## config.mk

```make
export PLATFORM = sky130hd
export DESIGN_NAME = adc_readout_ctrl
export DESIGN_NICKNAME = d
export VERILOG_FILES = /design/src/rtl/adc_rd_pkg.sv /design/src/rtl/adc_sdo_sync.sv /design/src/rtl/sclk_gen.sv /design/src/rtl/cycle_timer.sv /design/src/rtl/frame_shifter.sv /design/src/rtl/adc_readout_ctrl.sv
export SDC_FILE = /design/constraint.sdc
export NUM_CORES = 1
export LEC_CHECK = 0
export BUFFER_PORTS_ARGS = -buffer_cell sky130_fd_sc_hd__buf_2
export CORE_MARGIN = 3
export CORE_UTILIZATION = 30
export CTS_CLUSTER_SIZE = 25
export DETAILED_ROUTE_END_ITERATION = 10
export GPL_TIMING_DRIVEN = 1
export SETUP_SLACK_MARGIN = 0.4
export SYNTH_ARGS = -nofsm -noshare
export SYNTH_HDL_FRONTEND = slang
export SYNTH_SLANG_ARGS = --single-unit
```

## constraint.sdc

```tcl
create_clock -name clk -period 2.4 [get_ports clk]
set_input_delay 0.12 -clock clk [delete_from_list [all_inputs] [get_ports clk]]
set_output_delay 0.12 -clock clk [all_outputs]
set_load 0.02 [all_outputs]
```

## src/rtl/adc_rd_pkg.sv

```systemverilog
`timescale 1ns/1ps
// Shared types for the serial ADC readout controller.
package adc_rd_pkg;
    // Frame sequencer states
    typedef enum logic [1:0] {
        ST_IDLE  = 2'd0,
        ST_CONV  = 2'd1,
        ST_SHIFT = 2'd2,
        ST_HOLD  = 2'd3
    } rd_state_e;
endpackage

```

## src/rtl/adc_sdo_sync.sv

```systemverilog
`timescale 1ns/1ps
// Brings the converter's asynchronous data line into the clock domain with two
// flops and flags a low-to-high transition of the synchronized level.
// Assumes: the line is stable for many system cycles around each change.
module adc_sdo_sync (
    input  logic clk,
    input  logic rst_n,
    input  logic sdo_i,
    output logic level_o,
    output logic rise_o
);
    logic meta_q;
    logic sync_q;
    logic prev_q;

    // Two-stage synchronizer plus one history flop for edge detection
    always_ff @(posedge clk) begin
        if (!rst_n) begin
            meta_q <= 1'b0;
            sync_q <= 1'b0;
            prev_q <= 1'b0;
        end else begin
            meta_q <= sdo_i;
            sync_q <= meta_q;
            prev_q <= sync_q;
        end
    end

    // Level and rising transition of the synchronized line
    always_comb begin
        level_o = sync_q;
        rise_o  = sync_q & ~prev_q;
    end
endmodule

```

## src/rtl/sclk_gen.sv

```systemverilog
`timescale 1ns/1ps
// Serial clock generator: while enabled, toggles the clock every HALF system
// cycles, starting from a full low phase. Gives one-cycle ticks that coincide
// with the edge on which the clock goes high or low.
// Assumes: HALF >= 2; when disabled, the clock is forced low and the phase
// counter restarts.
module sclk_gen #(
    parameter int HALF = 60
) (
    input  logic clk,
    input  logic rst_n,
    input  logic en_i,
    output logic sclk_o,
    output logic rise_o,
    output logic fall_o
);
    localparam int CW = $clog2(HALF);
    localparam logic [CW-1:0] LAST = CW'(HALF - 1);

    logic [CW-1:0] cnt_q;
    logic          sclk_q;
    logic          wrap;

    // Phase counter and clock level register
    always_ff @(posedge clk) begin
        if (!rst_n || !en_i) begin
            cnt_q  <= '0;
            sclk_q <= 1'b0;
        end else if (wrap) begin
            cnt_q  <= '0;
            sclk_q <= ~sclk_q;
        end else begin
            cnt_q  <= cnt_q + 1'b1;
        end
    end

    // Edge ticks: asserted in the cycle before the clock level flips
    always_comb begin
        wrap   = en_i && (cnt_q == LAST);
        rise_o = wrap & ~sclk_q;
        fall_o = wrap &  sclk_q;
        sclk_o = sclk_q;
    end
endmodule

```

## src/rtl/cycle_timer.sv

```systemverilog
`timescale 1ns/1ps
// Up-counter that restarts on clear and stops at a run-time limit; done is
// high while the count equals the limit.
// Assumes: the limit is held constant between clears.
module cycle_timer #(
    parameter int W = 12
) (
    input  logic         clk,
    input  logic         rst_n,
    input  logic         clr_i,
    input  logic [W-1:0] lim_i,
    output logic         done_o
);
    logic [W-1:0] cnt_q;

    // Count up from zero after a clear, saturating at the limit
    always_ff @(posedge clk) begin
        if (!rst_n || clr_i) begin
            cnt_q <= '0;
        end else if (!done_o) begin
            cnt_q <= cnt_q + 1'b1;
        end
    end

    // Limit comparison
    always_comb done_o = (cnt_q == lim_i);
endmodule

```

## src/rtl/frame_shifter.sv

```systemverilog
`timescale 1ns/1ps
// Captures one serial frame: shifts the data line in on every rise tick and
// counts fall ticks. The leading framing bit is shifted out of the register by
// the later bits, so only the DATA_W most recent samples remain.
// Assumes: one rise tick precedes each fall tick.
module frame_shifter #(
    parameter int DATA_W = 12
) (
    input  logic              clk,
    input  logic              rst_n,
    input  logic              clr_i,
    input  logic              sdo_i,
    input  logic              rise_i,
    input  logic              fall_i,
    output logic [DATA_W-1:0] word_o,
    output logic              last_o
);
    localparam int FRAME = DATA_W + 1;
    localparam int CW    = $clog2(FRAME + 1);
    localparam logic [CW-1:0] LAST_FALL = CW'(FRAME - 1);

    logic [DATA_W-1:0] shreg_q;
    logic [CW-1:0]     falls_q;

    // Sample register, most significant first
    always_ff @(posedge clk) begin
        if (!rst_n || clr_i) begin
            shreg_q <= '0;
        end else if (rise_i) begin
            shreg_q <= {shreg_q[DATA_W-2:0], sdo_i};
        end
    end

    // Falling-edge counter for the frame length
    always_ff @(posedge clk) begin
        if (!rst_n || clr_i) begin
            falls_q <= '0;
        end else if (fall_i) begin
            falls_q <= falls_q + 1'b1;
        end
    end

    // Frame completes on the last falling edge
    always_comb begin
        last_o = fall_i && (falls_q == LAST_FALL);
        word_o = shreg_q;
    end
endmodule

```

## src/rtl/adc_readout_ctrl.sv

```systemverilog
`timescale 1ns/1ps
// Serial ADC readout controller. Starts a conversion by lowering chip select,
// decides end of conversion from a data-line rise or a fixed wait, clocks out
// a framing bit plus DATA_W data bits, then holds chip select high for a
// minimum time.
// Assumes: DIV_HALF is chosen so that the serial clock meets the converter's
// maximum rate; CONV_CYC covers the converter's longest conversion.
module adc_readout_ctrl #(
    parameter int DATA_W   = 12,
    parameter int DIV_HALF = 60,
    parameter int CONV_CYC = 2250,
    parameter int CSH_CYC  = 100
) (
    input  logic              clk,
    input  logic              rst_n,
    input  logic              start_i,
    input  logic              eoc_mode_i,
    input  logic              adc_sdo_i,
    output logic              adc_cs_n_o,
    output logic              adc_sclk_o,
    output logic [DATA_W-1:0] result_o,
    output logic              valid_o,
    output logic              timeout_o
);
    import adc_rd_pkg::*;

    localparam int TMR_MAX = (CONV_CYC > CSH_CYC) ? CONV_CYC : CSH_CYC;
    localparam int TMR_W   = $clog2(TMR_MAX + 1);
    localparam logic [TMR_W-1:0] CONV_LIM = TMR_W'(CONV_CYC - 1);
    localparam logic [TMR_W-1:0] HOLD_LIM = TMR_W'(CSH_CYC - 1);

    rd_state_e         state_q;
    logic              mode_q;
    logic              cs_n_q;
    logic              valid_q;
    logic              tmo_q;
    logic [DATA_W-1:0] result_q;

    logic              sdo_lvl;
    logic              sdo_rise;
    logic              sck_rise;
    logic              sck_fall;
    logic              tmr_done;
    logic              tmr_clr;
    logic [TMR_W-1:0]  tmr_lim;
    logic              accept;
    logic              enter_hold;
    logic              frame_last;
    logic [DATA_W-1:0] frame_word;

    adc_sdo_sync sync_i (
        .clk     (clk),
        .rst_n   (rst_n),
        .sdo_i   (adc_sdo_i),
        .level_o (sdo_lvl),
        .rise_o  (sdo_rise)
    );

    sclk_gen #(.HALF(DIV_HALF)) sclk_i (
        .clk    (clk),
        .rst_n  (rst_n),
        .en_i   (state_q == ST_SHIFT),
        .sclk_o (adc_sclk_o),
        .rise_o (sck_rise),
        .fall_o (sck_fall)
    );

    cycle_timer #(.W(TMR_W)) tmr_i (
        .clk    (clk),
        .rst_n  (rst_n),
        .clr_i  (tmr_clr),
        .lim_i  (tmr_lim),
        .done_o (tmr_done)
    );

    frame_shifter #(.DATA_W(DATA_W)) shf_i (
        .clk    (clk),
        .rst_n  (rst_n),
        .clr_i  (accept),
        .sdo_i  (sdo_lvl),
        .rise_i (sck_rise),
        .fall_i (sck_fall),
        .word_o (frame_word),
        .last_o (frame_last)
    );

    // Start acceptance, hold entry and timer control
    always_comb begin
        accept     = (state_q == ST_IDLE) && start_i;
        enter_hold = ((state_q == ST_CONV) && mode_q && !sdo_rise && tmr_done) ||
                     ((state_q == ST_SHIFT) && frame_last);
        tmr_clr    = accept || enter_hold;
        tmr_lim    = (state_q == ST_CONV) ? CONV_LIM : HOLD_LIM;
    end

    // Frame sequencer with chip select, strobes and result register
    always_ff @(posedge clk) begin
        if (!rst_n) begin
            state_q  <= ST_IDLE;
            mode_q   <= 1'b0;
            cs_n_q   <= 1'b1;
            valid_q  <= 1'b0;
            tmo_q    <= 1'b0;
            result_q <= '0;
        end else begin
            valid_q <= 1'b0;
            tmo_q   <= 1'b0;
            case (state_q)
                ST_IDLE: begin
                    if (accept) begin
                        state_q <= ST_CONV;
                        mode_q  <= eoc_mode_i;
                        cs_n_q  <= 1'b0;
                    end
                end
                ST_CONV: begin
                    if (mode_q && sdo_rise) begin
                        state_q <= ST_SHIFT;
                    end else if (tmr_done) begin
                        if (mode_q) begin
                            state_q <= ST_HOLD;
                            cs_n_q  <= 1'b1;
                            tmo_q   <= 1'b1;
                        end else begin
                            state_q <= ST_SHIFT;
                        end
                    end
                end
                ST_SHIFT: begin
                    if (frame_last) begin
                        state_q  <= ST_HOLD;
                        cs_n_q   <= 1'b1;
                        valid_q  <= 1'b1;
                        result_q <= frame_word;
                    end
                end
                default: begin
                    if (tmr_done) begin
                        state_q <= ST_IDLE;
                    end
                end
            endcase
        end
    end

    // Output drive
    always_comb begin
        adc_cs_n_o = cs_n_q;
        valid_o    = valid_q;
        timeout_o  = tmo_q;
        result_o   = result_q;
    end
endmodule

```

* Word level (Yosys, flattened, before mapping)
Cells that the tools add are included.
Word-level totals: bits in registers 56, latch bits 0, RAM bits 0, ROM bits 0, output and inout bits 16, logic and storage cells 78, memories 0
Operators by class: $add $sub $neg 3, $mul 0, divide/modulo/power cells 0, magnitude comparators 0, equal/unequal tests 11, shifts and indexed selects 0, mux-type cells 16, bitwise gates (word level) 8, reduce and logical (&&, ||, !) cells 26
Operators with widths (number):
- $add A12 B1 Y12 const B | 1
- $eq A12 B12 Y1 | 1
- $mux W12 | 1
- $mux W2 | 5
- $logic_and A1 B1 Y1 | 8
- $mux W1 | 8
- $ne A2 B2 Y1 const B | 4
- $add A6 B1 Y6 const B | 1
- $eq A6 B6 Y1 const B | 1
- $pmux W2 S3 | 1
- $reduce_and A2 Y1 | 3
- $reduce_and A6 Y1 | 1
- $logic_or A1 B1 Y1 | 5
- $not A1 Y1 | 5
- $add A4 B1 Y4 const B | 1
- $eq A4 B4 Y1 const B | 1
- $reduce_and A4 Y1 | 1
- $reduce_bool A4 Y1 | 1
- $reduce_or A4 Y1 | 1
- $and A1 B1 Y1 | 3
- $logic_not A1 Y1 | 3
- $ne A3 B2 Y1 const B | 1
- $pmux W1 S3 | 1
- $reduce_bool A3 Y1 | 1
- other kinds (5) | 5

* Depth between registers and ports, before layout
word-level depth 8, depth in mapped cells 8, gate-level depth less buffers 7

* Hierarchy
From an unflattened synthesis, not the netlist that was laid out.
Unflattened totals: cell total of the unflattened synthesis 281, area, all modules 2553.7 sq um
Modules (own cells, without submodules):
- adc_readout_ctrl | instances 1, cells each 101, area each 797.0 sq um
- cycle_timer | instances 1, cells each 83, area each 704.4 sq um
- frame_shifter | instances 1, cells each 59, area each 636.9 sq um
- sclk_gen | instances 1, cells each 31, area each 322.8 sq um
- adc_sdo_sync | instances 1, cells each 7, area each 92.6 sq um

* Worst setup path before layout
OpenSTA, ideal clock, no wires.
path kind reg2reg, start reg state_q[1], end reg tmr_i.cnt_q[2], library setup time 66 ps, data arrival time 1678 ps, data required time 2334 ps, setup slack 656 ps, cell stages (with the launch flop) 9, buffers on the path 1, period minus slack after synthesis 1744 ps, cells stage by stage dfxtp_1 > inv_1 > ha_1 > and4bb_2 > o211ai_2 > nor2_2 > a211o_1 > buf_6 > a21oi_2
On the way: cells in the longest elaborated chain, start to end 8, elaborated cells on any way between the ends 16
Ends and longest elaborated chain:
- start, declared | RTL line adc_readout_ctrl.sv:32 | rd_state_e state_q;
- start signal, assigned | RTL line adc_readout_ctrl.sv:99 | state_q <= ST_IDLE;
- start signal, assigned | RTL line adc_readout_ctrl.sv:111 | state_q <= ST_CONV;
- start signal, assigned | RTL line adc_readout_ctrl.sv:118 | state_q <= ST_SHIFT;
- parallel branches: the longest is 8 deep, another holds $mux W12
- end signal, assigned | RTL line cycle_timer.sv:21 | cnt_q <= cnt_q + 1'b1;
- end, declared | RTL line cycle_timer.sv:14 | logic [W-1:0] cnt_q;
Several ways; the timed one is not identified. A chain may end at the register's enable or synchronous reset.

* Worst setup path after layout
start reg state_q[1], end reg tmr_i.cnt_q[0]
Same word-level chain as after synthesis.

==> results.toml <==
[outcome]
status = "completed"

[cells_and_area]
fin_nets = 306
final_util = 0.353
drive_above_1_share = 0.171
area_delta_synth_final_pct = 12.9
fill_cells = 854
diodes = 0

[die]
fp-row-count = 32
core_area_sq_um = 7850
die_y_um = 96.4
ios = 21
dieWidth_um = 96.4
start_util = 0.312
die-area_sq_um = 9290

[sta]
worst_slack_ns = 0.534
relSlewSlack = 0.768
setup_viol = 0
finClkSkew_ns = 0.0114
hold_violations = 0
worst_slew_pin_slew_ns = 0.344
fmax_mhz = 536
fin_tns_setup_ns = 0
period_needed_ns = 1.87
rsz0062_at_grt = "no"
slew_violations = 0
fin_crit_sh = 0.778

[power]
pwr-share-clk = 0.273
powerDensity_nw_per_um2 = 715
intPower_mw = 1.35
total_leakage_power_nw = 1.02
comb_power_share = 0.213
ir_drop_mv = 0.331
seqPwrFrac = 0.515
swShare = 0.317
p_switching_mw = 0.627

[worst_setup_path]
endpoint_kind = "register"
cp-start-kind = "register"
required_ns = 2.65
worstPathMaxFanout = 9
crit_start = "state_q[1]$_SDFFE_PN0P_"
crit_type = "register to register"
arrival_ns = 2.12
timing.rr.start = "state_q[1]$_SDFFE_PN0P_"

[clock_tree]
clockBufferDepth = 2
clock_sinks = 56
cts_tree = "yes"
postCtsSetupRepairBufs = 0
clk_pin_slew_ns = 0.10
cts_buffers = 5
cts-root-buf = "clkbuf_8"
clk-insertion-delay-late_ns = 0.31
htree_num_levels = 2

[route]
wl_per_cell_um = 11.6
drc = 0
ant_nets = 0
num_vias = 1821
routed_wl_um = 4560
viasPerCell = 4.62
drt-initial-drc-count = 49
dr.pass1.iters = 4

[logic_synthesis]
synth_edf_count = 0
syn_nets = 284
ys_async_sr_fraction = 0
yosys_warnings = 0
seq_area_frac_synth = 0.457
synthFlopType = "dfxtp_1"
syn_avg_cell_area_sq_um = 9.11
synthCells = 269
synth_seq_cells = 56
ys_types = 41
netlist_area_sq_um = 2450

[global_route]
grt_pass1_wl_um = 7680
grt_pass1_vias = 1658
track_usage = 0.105
antenna_found_initial = 0
grt-ovfl-total = 0
grt_max_degree = 25

[place]
place_congestion = 0.814
portBuffers = 20
dpl_worst_slack_ns = 0.307
hpwl_um = 3270

[min_path]
hp-class = "input pin to register"
hold_start = "adc_sdo_i"

[job]
maxCapViolCount = 0
## state kept, by name, summed over array words and instances, names as in the netlist
name            count
sync_i.prev_q       1
adc_cs_n_o          1
valid_o             1
sclk_i.sclk_o       1
state_q             2
tmr_i.cnt_q        12
sync_i.level_o      1
mode_q              1
result_o           12
shf_i.falls_q       4
shf_i.word_o       12
sclk_i.cnt_q        6
sync_i.meta_q       1
timeout_o           1
## cell type report
type,instances,area [sq um],share of cell area
Timing Repair Buffer,25,138,0.0498
Clock inverter,3,25.0,0.00905
Inverter,7,26.3,0.00950
Tap cell,102,128,0.0461
Multi-Input combinational cell,196,1260,0.455
Clock buffer,5,68.8,0.0249
Sequential cell,56,1120,0.406
## metal layers
| metal | track usage | vias to the layer above | share of wire | routed length, um |
|---|---|---|---|---|
| li1 | - | 948 | - | - |
| met1 | 0.156 | 841 | 0.54 | 2470 |
| met2 | 0.151 | 27 | 0.41 | 1890 |
| met3 | 0.0256 | 5 | 0.036 | 166 |
| met4 | 0.0257 | 0 | 0.0070 | 32 |
| met5 | 0 | - | 0 | 0 |
## worst max-delay path, cell delays in order, from the launching register on
cell	delay, ns
dfxtp_2	0.36
inv_1	0.14
ha_1	0.22
and4bb_1	0.25
o211ai_2	0.19
nor2_2	0.11
a211o_4	0.42
nor2_2	0.13
## synth_stat cells, types with 3 or more instances
master | number | area [sq um]
and2_1 | 5 | 31.3
nand3_1 | 12 | 60.1
clkbuf_1 | 7 | 26.3
nand4_1 | 6 | 37.5
ha_1 | 10 | 125
xnor2_1 | 7 | 61.3
inv_1 | 7 | 26.3
dfxtp_1 | 56 | 1120
a21boi_0 | 13 | 97.6
nor2_1 | 36 | 135
nand2_1 | 37 | 139
mux2i_1 | 14 | 140
nor2_2 | 10 | 62.6
xor2_1 | 10 | 87.6
a21oi_1 | 3 | 15.0
and3_1 | 6 | 37.5
## cells by family (layout without fill, tap and decap cells)
logic type,after synthesis,in the layout,share of synthesized area
mux,14,14,0.0572
compound gates,27,27,0.0812
xor+xnor,17,17,0.0607
flops,56,56,0.457
fa+ha+maj,10,10,0.0510
buf+inv,17,40,0.0327
simple gates,128,128,0.260
## worst paths after layout
check / end / slack, ns / depth (start not counted)
worst max-delay path: tmr_i.cnt_q[0]$_SDFFE_PP0N_ / 0.53 / 7
worst min-delay path: sync_i.meta_q$_SDFF_PN0_ / 0.03 / 2
worst max register to register: tmr_i.cnt_q[0]$_SDFFE_PP0N_ / 0.53 / 7
worst min register to register: sync_i.level_o$_SDFF_PN0_ / 0.45 / 1
## stage by stage
step | hold slack, ns | instances | total power, mW | instance area [sq um]
final | 0.0286 | 394 | 1.98 | 2770
after global routing | 0.0278 | 394 | 2.11 | 2770
after CTS | 0.0260 | 394 | 1.99 | 2760
after detailed placement | 0.343 | 386 | 1.44 | 2660
after global placement | 0.339 | 386 | 1.44 | 2660
after floorplan | 0.247 | 269 | 1.35 | 2450
## power groups by stage
stage	sequential (mW)	combinational (mW)	clock, mW
detailed placement	1.04	0.406	0
floorplan	1.03	0.314	0
global placement	1.04	0.403	0
global route	1.03	0.479	0.605
CTS	1.02	0.418	0.555
finish	1.02	0.421	0.540
## cell usage in the layout (no fill, tap or decap), types with 2 or more instances in the layout
cell type   n
clkbuf_8    5
dfxtp_1    55
nor2_2     10
nor2b_1     2
inv_1       7
buf_4       5
nor3b_1     2
xnor2_1     7
o21ai_0     2
and2_1      5
inv_6       2
nor2_1     36
xor2_1     10
nand2_1    37
nand2b_1    2
nand3_1    12
mux2i_1    14
a21oi_1     3
and3_1      6
ha_1       10
buf_2      20
nand4_1     6
a21boi_0   13
## timing repair
| item | in CTS | in global routing |
|---|---|---|
| setup endpoints to repair | 9 | 14 |
| resized for setup | 1 | 2 |
| hold buffers | 0 | 0 |
| gates cloned | 0 | 0 |
No activity file was read; power rests on OpenSTA's default activity.
